`config.mk`:
```
export PLATFORM = sky130hd
export DESIGN_NAME = mbus_arbiter
export DESIGN_NICKNAME = d
export VERILOG_FILES = /design/src/rtl/arb_pkg.sv /design/src/rtl/arb_prio_pick.sv /design/src/rtl/arb_onehot_enc.sv /design/src/rtl/arb_split_mask.sv /design/src/rtl/mbus_arbiter.sv
export SDC_FILE = /design/constraint.sdc
export NUM_CORES = 1
export LEC_CHECK = 0
export ABC_AREA = 1
export BUFFER_PORTS_ARGS = -buffer_cell sky130_fd_sc_hd__buf_2
export CAP_MARGIN = 0
export CORE_UTILIZATION = 53
export DETAILED_ROUTE_END_ITERATION = 10
export HOLD_SLACK_MARGIN = 0.15
export PLACE_DENSITY_LB_ADDON = 0.2
export SLEW_MARGIN = 20
export SYNTH_ARGS = -nofsm -noshare
export SYNTH_HDL_FRONTEND = slang
export SYNTH_SLANG_ARGS = --single-unit
```
`constraint.sdc`:
```
create_clock -name clk -period 5 [get_ports clk]
set_input_delay 0.25 -clock clk [delete_from_list [all_inputs] [get_ports clk]]
set_output_delay 0.25 -clock clk [all_outputs]
set_load 0.01 [all_outputs]
```
`src/rtl/arb_pkg.sv`:
```
package arb_pkg;
  // slave response codes
  localparam logic [1:0] RSP_OKAY  = 2'b00;
  localparam logic [1:0] RSP_ERROR = 2'b01;
  localparam logic [1:0] RSP_RETRY = 2'b10;
  localparam logic [1:0] RSP_SPLIT = 2'b11;
  // transfer type codes
  localparam logic [1:0] TR_IDLE   = 2'b00;
  localparam logic [1:0] TR_BUSY   = 2'b01;
  localparam logic [1:0] TR_NONSEQ = 2'b10;
  localparam logic [1:0] TR_SEQ    = 2'b11;
endpackage

```
`src/rtl/arb_prio_pick.sv`:
```
module arb_prio_pick #(
  parameter int N = 16
) (
  input  logic [N-1:0] elig,
  output logic [N-1:0] pick
);
  localparam logic [N-1:0] DFLT = N'(1);

  logic [N-1:0] below;   // below[i]: some lower index is eligible
  logic [N-1:0] first;

  assign below[0] = 1'b0;
  for (genvar i = 1; i < N; i++) begin : g_chain
    assign below[i] = below[i-1] | elig[i-1];
  end

  assign first = elig & ~below;
  assign pick  = (|elig) ? first : DFLT;
endmodule

```
`src/rtl/arb_onehot_enc.sv`:
```
module arb_onehot_enc #(
  parameter int N    = 16,
  parameter int ID_W = 4
) (
  input  logic [N-1:0]    onehot,
  output logic [ID_W-1:0] idx
);
  always_comb begin
    idx = '0;
    for (int i = 0; i < N; i++) begin
      if (onehot[i]) idx = idx | ID_W'(i);
    end
  end
endmodule

```
`src/rtl/arb_split_mask.sv`:
```
module arb_split_mask #(
  parameter int N    = 16,
  parameter int ID_W = 4
) (
  input  logic            clk,
  input  logic            rst,
  input  logic            park_en,
  input  logic [ID_W-1:0] park_id,
  input  logic [N-1:0]    resume,
  output logic [N-1:0]    mask_q,
  output logic [N-1:0]    mask_nx
);
  logic [N-1:0] park_vec;

  for (genvar i = 0; i < N; i++) begin : g_dec
    assign park_vec[i] = park_en && (park_id == ID_W'(i));
  end

  // a new park outranks a resume arriving in the same cycle
  assign mask_nx = (mask_q & ~resume) | park_vec;

  always_ff @(posedge clk) begin
    if (rst) mask_q <= '0;
    else     mask_q <= mask_nx;
  end
endmodule

```
`src/rtl/mbus_arbiter.sv`:
```
module mbus_arbiter
  import arb_pkg::*;
#(
  parameter int N    = 16,
  parameter int ID_W = 4
) (
  input  logic            clk,
  input  logic            rst,
  input  logic [N-1:0]    req_i,
  input  logic [N-1:0]    lock_i,
  input  logic            hready_i,
  input  logic [1:0]      htrans_i,
  input  logic [1:0]      hresp_i,
  input  logic [N-1:0]    resume_i,
  output logic [N-1:0]    grant_o,
  output logic [ID_W-1:0] owner_id_o,
  output logic            owner_lock_o
);
  localparam logic [N-1:0] DFLT = N'(1);

  logic [N-1:0]    grant_q, grant_nx, elig, pick;
  logic [N-1:0]    park_q, park_nx;
  logic [ID_W-1:0] grant_idx, addr_id_q, data_id_q;
  logic            data_act_q, lock_q, split_hit, hold, addr_act;

  assign addr_act  = (htrans_i == TR_NONSEQ) || (htrans_i == TR_SEQ);
  assign split_hit = hready_i && data_act_q && (hresp_i == RSP_SPLIT);

  arb_split_mask #(.N(N), .ID_W(ID_W)) u_mask (
    .clk     (clk),
    .rst     (rst),
    .park_en (split_hit),
    .park_id (data_id_q),
    .resume  (resume_i),
    .mask_q  (park_q),
    .mask_nx (park_nx)
  );

  assign elig = req_i & ~park_nx;

  arb_prio_pick #(.N(N)) u_pick (
    .elig (elig),
    .pick (pick)
  );

  arb_onehot_enc #(.N(N), .ID_W(ID_W)) u_enc (
    .onehot (grant_q),
    .idx    (grant_idx)
  );

  assign hold     = |(grant_q & lock_i & ~park_nx);
  assign grant_nx = hold ? grant_q : pick;

  always_ff @(posedge clk) begin
    if (rst) begin
      grant_q    <= DFLT;
      addr_id_q  <= '0;
      data_id_q  <= '0;
      data_act_q <= 1'b0;
      lock_q     <= 1'b0;
    end else if (hready_i) begin
      grant_q    <= grant_nx;
      addr_id_q  <= grant_idx;
      lock_q     <= |(grant_q & lock_i);
      data_id_q  <= addr_id_q;
      data_act_q <= addr_act;
    end
  end

  assign grant_o      = grant_q;
  assign owner_id_o   = addr_id_q;
  assign owner_lock_o = lock_q;
endmodule

```
# Word level (Yosys, flattened, before mapping)
# Cells that the tools add are included.
# classes
eq_ne	18
n_mux	16
n_bitwise	24
n_reduce_logical	24
# ops
op	count
$and A16 B16 Y16	5
$not A16 Y16	3
$reduce_or A16 Y1	3
$eq A4 B4 Y1 const B	8
$mux W4	8
$logic_and A1 B1 Y1	18
$eq A4 B3 Y1 const B	4
$mux W16	1
$or A16 B16 Y16	1
$or A1 B1 Y1	14
$mux W3	4
$eq A4 B2 Y1 const B	2
$eq A2 B2 Y1 const B	3
$eq A4 B1 Y1 const B	1
$logic_not A4 Y1	1
$mux W2	2
$reduce_and A2 Y1	1
$logic_or A1 B1 Y1	1
$mux W1	1
$not A1 Y1	1
# word_totals
register_bits	42
input_bits	55
word_cells	88

# Logic depth before layout (Yosys ltp)
# depth
ltp_word	23
mapped_depth	13
mapped_depth_nobuf	12

# By module
# From an unflattened synthesis, not the netlist that was laid out.
# hier_totals
hier_cells	463
area_unflattened_um2	2727.6
# modules_own_cells
module	instances	cells_per_inst	area_per_inst_um2	seq_area_each_um2
mbus_arbiter	1	250	1521.5	520.5
arb_split_mask	1	122	758.2	320.3
arb_prio_pick	1	54	304.0	0.0
arb_onehot_enc	1	37	143.9	0.0

# Worst setup path before layout
# Ideal clock, no wire load.
# synth_timing
kind	register -> register
startpoint	register data_act_q
endpoint	register grant_q[0] (netlist: grant_o[0])
setup_time_ns	0.129
arrival_time_ns	1.509
path_slack_ns	3.362
path_stages_with_launch	12
n_path_buf	2
period_less_slack_ns	1.638
path_cell_list	dfxtp_1 nand2_4 nor2_8 buf_6 nand2_1 nand3_1 nand3_2 nor2_4 nand3_4 clkbuf_1 nand2_1 nand3_1
# synth_via
elab_chain_len	9
word_cells_on_any_way	28
# synth_rtl
item	line	text
from (decl)	mbus_arbiter.sv:24	logic data_act_q, lock_q, split_hit, hold, addr_act;
from (signal assigned)	mbus_arbiter.sv:66	data_act_q <= addr_act;
$logic_and A1 B1 Y1 * (2 in series)	mbus_arbiter.sv:27	assign split_hit = hready_i && data_act_q && (hresp_i == RSP_SPLIT);
$logic_and A1 B1 Y1	arb_split_mask.sv:16	assign park_vec[i] = park_en && (park_id == ID_W'(i));
$or A16 B16 Y16 *	arb_split_mask.sv:20	assign mask_nx = (mask_q & ~resume) | park_vec;
$not A16 Y16 *	mbus_arbiter.sv:39, mbus_arbiter.sv:51	
$and A16 B16 Y16	mbus_arbiter.sv:51	assign hold = |(grant_q & lock_i & ~park_nx);
$reduce_or A16 Y1	mbus_arbiter.sv:51	
$not A1 Y1 (no line)	n/a	
$reduce_and A2 Y1 (no line)	n/a	
to (signal assigned)	mbus_arbiter.sv:62	grant_q <= grant_nx;
to (decl)	mbus_arbiter.sv:21	logic [N-1:0] grant_q, grant_nx, elig, pick;
# Every way passes the cells marked *; elsewhere a longest branch is shown, timed or not.
# A chain may end at the register's enable or synchronous reset.

# Worst setup path in the final report
# layout_timing
startpoint	register data_act_q
endpoint	register grant_q[15] (netlist: grant_o[15])
# layout_via
elab_chain_len	23
word_cells_on_any_way	43
# layout_rtl
item	line	text
$logic_and A1 B1 Y1 * (2 in series)	mbus_arbiter.sv:27	
$logic_and A1 B1 Y1	arb_split_mask.sv:16	
$or A16 B16 Y16 *	arb_split_mask.sv:20	
$not A16 Y16 *	mbus_arbiter.sv:39, mbus_arbiter.sv:51	
$and A16 B16 Y16	mbus_arbiter.sv:39	assign elig = req_i & ~park_nx;
$or A1 B1 Y1 (14 in series)	arb_prio_pick.sv:14	assign below[i] = below[i-1] | elig[i-1];
$not A16 Y16	arb_prio_pick.sv:17	assign first = elig & ~below;
$and A16 B16 Y16	arb_prio_pick.sv:17	
$mux W16	arb_prio_pick.sv:18	assign pick = (|elig) ? first : DFLT;
# Marked as above.

==> results.tsv <==
metric	value	unit
cts-resized-gates	0	
first_pass_iters	5	
io_pins	76	
cts_root_buf	clkbuf_8	
grt_pass1_vias	2184	
n_antenna_cell	0	
post-cts-setup-buffers	0	
wl_per_cell	13.6	um
crit_top_cell	nand3_1	
syn_avg_cell_area	6.54	um^2
cts_max_level	2	
dieArea	4490	um^2
rsz0062_at_grt	no	
grt_max_degree	33	
status	completed	
grt_usage	30.7	%
die_x	67.0	um
drv_slew	0	
crit_chain	nand2_4 -> nor2_8 -> nand2_1 -> nand3_1 -> nand3_1 -> nor2_4 -> nand3_4 -> nor2_1 -> nand3_1 -> a21oi_1	
total_power	0.705	mW
total_leakage_power	1.36	nW
cp_slowest_stage_delay	380	ps
required	5230	ps
post-route-drc-count	0	
globalplace.congestion	0.957	
path_max_fanout	18	
powerDensity	258	nW/um^2
drive_above_1_share	22.6	%
critPathArrivalTime	2270	ps
finClkSkew	9.57	ps
fmax	0.489	GHz
drt_iter0_drc	185	
crit_path_end_kind	flip-flop	
cts_tree	yes	
hp-class	primary input to flip-flop	
placed_cells	458	
vdd_ir_drop_max	0.202	mV
hpwl	4940	um
path_class	flip-flop to flip-flop	
grt_pass1_wl	10200	um
dpl_worst_slack	2860	ps
ys_seq_area_share	37.5	%
core_area	4030	um^2
synthTopCellsByArea	dfxtp_1 38%, nand2_1 16%, nand3_1 8.7%	
start_util	55.7	%
r2r_slack	2960	ps
multiInputGateArea	1190	um^2
setup_ws	2960	ps
setup_total_negative_slack	0	ps
cts.clk_slew.worst_paths	80	ps
yosys.area.top_type	dfxtp_1	
cts_sinks	42	
nets	470	
n_fill_cell	397	
finish.utilization	67.7	%
slowest_stage	dfxtp_1	
num_vias	2449	
antenna_found_initial	0	
slew_headroom	59.4	%
cap_violations	0	
vias_per_cell	5.26	
fin_crit_sh	40.9	%
layoutNonFillerInstCount	466	
die_y	67.0	um
synth_top_area_share	37.5	%
synth_fp_nets	398	
cts_buffers	5	
synthCells	343	
period_needed	2040	ps
worst_pin_slew	610	ps
antenna_left	0	
row_count	23	
syn-cell-area	2240	um^2
drt_wl_total	6340	um
clk_latency	300	ps
setup_viol	0	
cp-start-kind	flip-flop	
regArea	841	um^2
cts_hold_buf	0	
synthToLayoutAreaGrowth	21.7	%
ys_ff_latch	42	
finalHoldViolCount	0	
synth.distinct_cells	26	
cts_max_path_buffers	2	
yosys_warnings	0	
grt_overflow	0	
io_buffers	74	
==> through the flow <==
stage | cell area, um^2 | hold WS (ps)
2_1_floorplan | 2240 | 319
3_3_place_gp | 2620 | 472
6_report | 2730 | 188
4_1_cts | 2730 | 190
5_1_grt | 2730 | 200
3_5_place_dp | 2620 | 496
==> routing by layer <==
layer / global-route usage, % / up-vias / routed length (um)
met2: 50.1 / 103 / 2910
met5: 0 / - / 0
li1: - / 1263 / -
met4: 5.32 / 0 / 58
met3: 5.99 / 6 / 436
met1: 41.7 / 1077 / 2940
==> state kept, by name, summed over array words and instances, names as in the netlist <==
name,cells
data_id_q,4
grant_o,16
owner_id_o,4
owner_lock_o,1
u_mask.mask_q,16
data_act_q,1
==> critical path: cells and delay by family, from the launching register on <==
kind / cells / cell delay [ps]
flops: 1 / 380
compound gates: 1 / 140
simple gates: 9 / 1450
==> synthesized netlist by cell type <==
master	n
a31oi_1	4
nand3_1	39
o21ai_0	12
inv_2	1
buf_6	3
nor3_1	4
nand4_1	3
nand2_4	1
nand3_4	1
inv_1	40
nor2_1	35
a21oi_1	35
nor2_2	2
clkbuf_1	5
nand3b_1	2
nand2_1	95
buf_1	1
nor2_8	1
nor4_1	7
nand3_2	2
nor2_4	2
nand2_2	2
dfxtp_1	42
nor3_2	1
nor3b_1	2
a41oi_1	1
==> cells by family after synthesis <==
| family | synth area share [%] |
|---|---|
| compound gates | 12.0 |
| buf+inv | 9.37 |
| flops | 37.5 |
| simple gates | 41.1 |
==> power breakdown <==
group / internal (mW) / leakage, nW / switching, mW / total, mW
Sequential: 0.341 / 0.341 / 0.00571 / 0.347
Clock: 0.149 / 0.0514 / 0.123 / 0.272
Combinational: 0.0338 / 0.964 / 0.0532 / 0.0870
==> layout by cell type, fill, tap and decap left out, types with 2 or more instances in the layout <==
cell,count
a31oi_1,4
a21oi_1,35
clkbuf_8,5
nand3_1,39
inv_1,40
nor3_1,4
nor2_4,2
nand2_1,95
nand3_2,2
nor4_1,7
nor2_1,35
dfxtp_1,42
o21ai_0,12
buf_2,74
nor3b_1,2
nand2_2,2
nor2_2,2
nand3b_1,2
nand4_1,3
==> final cells by class <==
class	count	share of cell area [%]
Timing Repair Buffer	74	13.6
Tap cell	50	2.29
Multi-Input combinational cell	251	43.6
Inverter	41	5.64
Sequential cell	42	30.8
Clock inverter	2	1.38
Clock buffer	6	2.66
==> final timing paths <==
path / from / to / cells past startpoint
setup / recovery: data_act_q / grant_o[15] / 10
hold / removal: htrans_i[1] / data_act_q / 3
setup reg to reg: data_act_q / grant_o[15] / 10
hold reg to reg: u_mask.mask_q[14] / u_mask.mask_q[14] / 2
Power figures use the tool's default switching activity.
